$ cat src/rtl/bwt_pkg.sv
package bwt_pkg;
  localparam int unsigned BWT_CNT_W   = 15;
  localparam int unsigned BWT_PRE_MAX = 14;

  typedef enum logic [1:0] {
    LD_NONE  = 2'd0,
    LD_WRITE = 2'd1,
    LD_PROG  = 2'd2
  } load_src_e;
endpackage

$ cat src/rtl/bwt_cfg_regs.sv
module bwt_cfg_regs
  import bwt_pkg::*;
#(
  parameter int CNT_W   = 15,
  parameter int PRE_MAX = 14,
  parameter int PRE_W   = 4
) (
  input  logic             clk,
  input  logic             rst_n,
  input  logic             ctl_we,
  input  logic [CNT_W:0]   ctl_wdata,
  input  logic             pre_we,
  input  logic [PRE_W-1:0] pre_wdata,
  input  logic             scl_edge,
  output logic             en,
  output logic [CNT_W-1:0] val,
  output logic [PRE_W-1:0] pre_sel,
  output logic             load,
  output logic [CNT_W-1:0] load_val
);
  localparam logic [PRE_W-1:0] PRE_TOP = PRE_W'(PRE_MAX);

  load_src_e src;

  always_comb begin
    src = LD_NONE;
    if (ctl_we) begin
      if (ctl_wdata[CNT_W]) src = LD_WRITE;
    end else if (scl_edge && en) begin
      src = LD_PROG;
    end
  end

  assign load     = (src != LD_NONE);
  assign load_val = (src == LD_WRITE) ? ctl_wdata[CNT_W-1:0] : val;

  always_ff @(posedge clk or negedge rst_n) begin
    if (!rst_n) begin
      en      <= 1'b0;
      val     <= '0;
      pre_sel <= '0;
    end else begin
      if (ctl_we) begin
        en  <= ctl_wdata[CNT_W];
        val <= ctl_wdata[CNT_W-1:0];
      end
      if (pre_we) pre_sel <= (pre_wdata > PRE_TOP) ? PRE_TOP : pre_wdata;
    end
  end
endmodule

$ cat src/rtl/bwt_prescaler.sv
module bwt_prescaler #(
  parameter int PRE_MAX = 14,
  parameter int PRE_W   = 4
) (
  input  logic             clk,
  input  logic             rst_n,
  input  logic             clear,
  input  logic             step,
  input  logic [PRE_W-1:0] pre_sel,
  output logic             tick
);
  logic [PRE_MAX-1:0] pcnt;
  logic [PRE_MAX-1:0] mask;

  // Low pre_sel bits of the phase counter must all be ones for a tick.
  assign mask = ~({PRE_MAX{1'b1}} << pre_sel);
  assign tick = step && ((pcnt & mask) == mask);

  always_ff @(posedge clk or negedge rst_n) begin
    if (!rst_n)     pcnt <= '0;
    else if (clear) pcnt <= '0;
    else if (step)  pcnt <= pcnt + 1'b1;
  end
endmodule

$ cat src/rtl/bwt_downcounter.sv
module bwt_downcounter #(
  parameter int CNT_W = 15
) (
  input  logic             clk,
  input  logic             rst_n,
  input  logic             load,
  input  logic [CNT_W-1:0] load_val,
  input  logic             en,
  input  logic             tick,
  output logic [CNT_W-1:0] count,
  output logic             armed,
  output logic             expire
);
  logic last_tick;
  assign last_tick = (count <= CNT_W'(1));

  always_ff @(posedge clk or negedge rst_n) begin
    if (!rst_n) begin
      count  <= '0;
      armed  <= 1'b0;
      expire <= 1'b0;
    end else begin
      expire <= 1'b0;
      if (load) begin
        count <= load_val;
        armed <= 1'b1;
      end else if (en && armed && tick) begin
        if (last_tick) begin
          armed  <= 1'b0;
          expire <= 1'b1;
        end else begin
          count <= count - 1'b1;
        end
      end
    end
  end
endmodule

$ cat src/rtl/bus_wait_timer.sv
module bus_wait_timer #(
  parameter int CNT_W   = bwt_pkg::BWT_CNT_W,
  parameter int PRE_MAX = bwt_pkg::BWT_PRE_MAX,
  localparam int PRE_W  = $clog2(PRE_MAX + 1)
) (
  input  logic             clk,
  input  logic             rst_n,
  input  logic             ctl_we,
  input  logic [CNT_W:0]   ctl_wdata,
  input  logic             pre_we,
  input  logic [PRE_W-1:0] pre_wdata,
  input  logic             bus_wait,
  input  logic             scl_edge,
  output logic             timeout_o
);
  logic             tmr_en;
  logic [CNT_W-1:0] tmr_val;
  logic [PRE_W-1:0] tmr_pre;
  logic             tmr_load;
  logic [CNT_W-1:0] tmr_load_val;
  logic             tmr_tick;
  logic             tmr_step;
  logic [CNT_W-1:0] tmr_count;
  logic             tmr_armed;

  bwt_cfg_regs #(.CNT_W(CNT_W), .PRE_MAX(PRE_MAX), .PRE_W(PRE_W)) u_cfg (
    .clk      (clk),
    .rst_n    (rst_n),
    .ctl_we   (ctl_we),
    .ctl_wdata(ctl_wdata),
    .pre_we   (pre_we),
    .pre_wdata(pre_wdata),
    .scl_edge (scl_edge),
    .en       (tmr_en),
    .val      (tmr_val),
    .pre_sel  (tmr_pre),
    .load     (tmr_load),
    .load_val (tmr_load_val)
  );

  assign tmr_step = tmr_en && tmr_armed && bus_wait && !tmr_load;

  bwt_prescaler #(.PRE_MAX(PRE_MAX), .PRE_W(PRE_W)) u_pre (
    .clk    (clk),
    .rst_n  (rst_n),
    .clear  (tmr_load),
    .step   (tmr_step),
    .pre_sel(tmr_pre),
    .tick   (tmr_tick)
  );

  bwt_downcounter #(.CNT_W(CNT_W)) u_cnt (
    .clk     (clk),
    .rst_n   (rst_n),
    .load    (tmr_load),
    .load_val(tmr_load_val),
    .en      (tmr_en),
    .tick    (tmr_tick),
    .count   (tmr_count),
    .armed   (tmr_armed),
    .expire  (timeout_o)
  );
endmodule

$ cat config.mk
export PLATFORM = sky130hd
export DESIGN_NAME = bus_wait_timer
export DESIGN_NICKNAME = d
export VERILOG_FILES = /design/src/rtl/bwt_pkg.sv /design/src/rtl/bwt_cfg_regs.sv /design/src/rtl/bwt_prescaler.sv /design/src/rtl/bwt_downcounter.sv /design/src/rtl/bus_wait_timer.sv
export SDC_FILE = /design/constraint.sdc
export NUM_CORES = 1
export LEC_CHECK = 0
export ABC_AREA = 1
export BUFFER_PORTS_ARGS = -buffer_cell sky130_fd_sc_hd__buf_2
export CAP_MARGIN = 30
export CORE_MARGIN = 5
export CORE_UTILIZATION = 59
export DETAILED_ROUTE_END_ITERATION = 10
export GPL_TIMING_DRIVEN = 0
export PLACE_DENSITY = 0.85
export SLEW_MARGIN = 5
export SYNTH_ARGS = -nofsm -noshare
export SYNTH_HDL_FRONTEND = slang
export SYNTH_SLANG_ARGS = --single-unit
export TNS_END_PERCENT = 5
$ cat constraint.sdc
create_clock -name clk -period 1.63 [get_ports clk]
set_input_delay 0.326 -clock clk [delete_from_list [all_inputs] [get_ports clk]]
set_output_delay 0.326 -clock clk [all_outputs]
set_load 0.005 [all_outputs]
==> flow_metrics.tcl <==
set metrics [dict create \
    cts_buffers 5 \
    drt-total-wl_mm 8.53 \
    p_leak_nw 1.80 \
    fin_area_um2 3650 \
    die_h_um 81.3 \
    critPathMaxFanout 10 \
    synth_nets 451 \
    violations "setup timing" \
    final_util 0.729 \
    hold_path_class "input pin to flop" \
    drc_errors 0 \
    core_area_um2 5010 \
    tightest_slew_ns 0.424 \
    clk_pin_slew_ns 0.09 \
    area_growth_pct 21.8 \
    fin_ws_ns -0.0499 \
    nFillCells 385 \
    drv_slew 0 \
    grt_max_degree 40 \
    finClkSkew_ns 0.00742 \
    place_congestion 0.904 \
    post_drt_wl_per_cell_um 15.6 \
    ant_nets 0 \
    grt_pass1_wl_mm 13.1 \
    cts_htree_levels 2 \
    grt_use_met2 0.393 \
    pin_count 27 \
    max-slew-margin-rel 0.717 \
    die_w_um 81.3 \
    hold_start "ctl_wdata[11]" \
    reg2reg_depth 11 \
    cap_violations 0 \
    r2r-end "u_cnt.count[4]" \
    layout_worst_path_cycle_share 1.03 \
    synthCells 422 \
    netlist_area_um2 3000 \
    grt_overflow 0 \
    start_util 0.598 \
    finalSetupViolations 10 \
    antenna_found_initial 0 \
    global_route.usage.met1 0.359 \
    clkLatencyLatePin_ns 0.31 \
    num_rows 26 \
    cts.path.max_buffers 2 \
    cp.required_ns 1.83 \
    hold_slack_ns 0.236 \
    yosysUniqueCellTypes 29 \
    synth-seq-cells 51 \
    ys_seq_area_frac 0.426 \
    nets 506 \
    dpl.hpwl_mm 5.39 \
    die_area_um2 6600 \
    holdPathStages 3 \
    grt_pass1_vias 2816 \
    synth_warnings 0 \
    min_to "u_cfg.val[11]" \
    power_density_nw_per_um2 1150 \
    rr_startpoint "u_cfg.pre_sel[2]" \
    fmax_ghz 0.595 \
    drtIter0Drc 380 \
    placed_cell_area_um2 3230 \
    synth.avg_cell_area_um2 7.10 \
    root_buffer "clkbuf_8" \
    io_buffers 26 \
    dr.pass1.iters 7 \
    dp_slack_ns -0.176 \
    busiest_layer "met2" \
    final.min_clock_period_ns 1.68 \
    critPathLaunchType "flop" \
    grtUsageMet3 0.0488 \
    cts_tree "yes" \
    critical_path_class "flop to flop" \
    outcome "finished, violations left" \
    arrival_ns 1.88 \
    grt.total_usage 0.257 \
    drive_gt1_frac 0.238 \
    ir_worst_vdd_uv 746 \
    finalHoldViolCount 0 \
    n_antenna_cell 0 \
    viasPerCell 5.77 \
    r2r_slack_ns -0.05 \
    setup_tns_ns -0.371 \
    dr_total_vias 3160 \
    rsz0062_at_grt "true" \
    endpoint_kind "flop" \
    numClockSinks 51 \
]
[worst max-delay path by stage]
stage | from | end | depth (start not counted)
detailed placement | ctl_we | u_cnt.count[4] | 12
floorplan | u_cnt.count[0] | u_cnt.count[3] | 9
CTS | u_cfg.pre_sel[2] | u_cnt.count[4] | 13
global placement | ctl_we | u_cnt.count[4] | 12
finish | u_cfg.pre_sel[2] | u_cnt.count[4] | 11
global route | u_cfg.pre_sel[2] | u_cnt.count[6] | 11
[Yosys cell counts (all sizes together)]
master,number,area (um^2)
a21oi,9,45.0
dfrtp,51,1280
nand3,39,218
nand4,7,43.8
xor2,3,26.3
xnor2,3,26.3
o21ai,55,275
clkbuf,8,30.0
inv,47,176
or2,1,6.26
nor3,5,25.0
o21bai,2,15.0
a22oi,1,7.51
buf,5,33.8
o211ai,6,45.0
ha,3,37.5
nor2,40,170
nor4,1,6.26
nand2,135,527
o22ai,1,6.26
[routing by layer]
layer  part of all wire  vias to the layer above
met4              0.038                        0
li1                   -                     1475
met2               0.46                      181
met5                  0                        -
met3              0.089                       47
met1               0.41                     1457
[what timing repair did]
action / 4_1_cts / 5_1_grt
endpoints found under the hold margin: 12 / 0
gates resized for setup: 18 / 37
buffers inserted: 5 / 15
setup endpoints to repair: 18 / 27
pin swaps: 2 / 10
hold buffers: 1 / 0
[metrics by stage]
stage	cells	power, mW
after floorplan	422	2.56
after global placement	518	2.82
after detailed placement	519	2.88
after CTS	533	3.91
after global routing	548	4.45
final	548	4.20
[logic make-up (layout without fill, tap and decap cells)]
kind of cell,count (synthesis),in the layout,share of synthesized area
adder cells (fa/ha/maj),3,3,0.0125
AO/OA/AOI/OAI,74,74,0.132
XOR/XNOR,6,6,0.0175
AND/OR/NAND/NOR,228,228,0.332
flip-flops,51,51,0.426
buffers and inverters,60,116,0.0802
[where the power goes]
group          switching [mW]  internal, mW
Sequential              0.263          1.47
Combinational           0.945         0.603
Clock                   0.425         0.497
[cells in the final DEF, fill, tap and decap left out, types with 3 or more instances in the layout]
cell type  instances
nor2_4             7
nor2_1            23
nand2_4            3
clkbuf_8           6
dfrtp_1           43
o211ai_1           6
xnor2_1            3
inv_1             40
nand3_1           33
nand4_1            7
nand3_2            5
nand2_1          127
nor2_2            10
buf_2             27
buf_4             21
nor3_1             5
a21oi_1            9
dfrtp_2            8
nand2_2            5
inv_2              7
xor2_1             3
o21ai_0           51
clkbuf_1           6
[final cells by class]
cell class	instances	area [um^2]	area share
flip-flops and latches	51	1290	0.352
multi-input cells	311	1600	0.437
inverters	47	176	0.0483
clock buffers	6	82.6	0.0226
plain buffers	13	75.1	0.0206
well taps	70	87.6	0.0240
clock inverters	2	35.0	0.00960
repair buffers	48	310	0.0850
[sequential cells by signal (all words and copies together), names as in the netlist]
name           cells
u_cfg.pre_sel      4
u_cfg.val         15
u_pre.pcnt        14
u_cfg.en           1
u_cnt.expire       1
u_cnt.count       15
u_cnt.armed        1
[worst max-delay path, cell delays in order (launching register included)]
cell	delay [ns]
dfrtp_2	0.46
o21ai_1	0.14
nand2_1	0.07
nor2_1	0.15
nand3_2	0.10
nor2_2	0.12
nand2_2	0.10
nand2_4	0.12
nand2_4	0.07
buf_6	0.14
nand2_1	0.06
nand2_1	0.05
(Power assumes the default switching activity.)
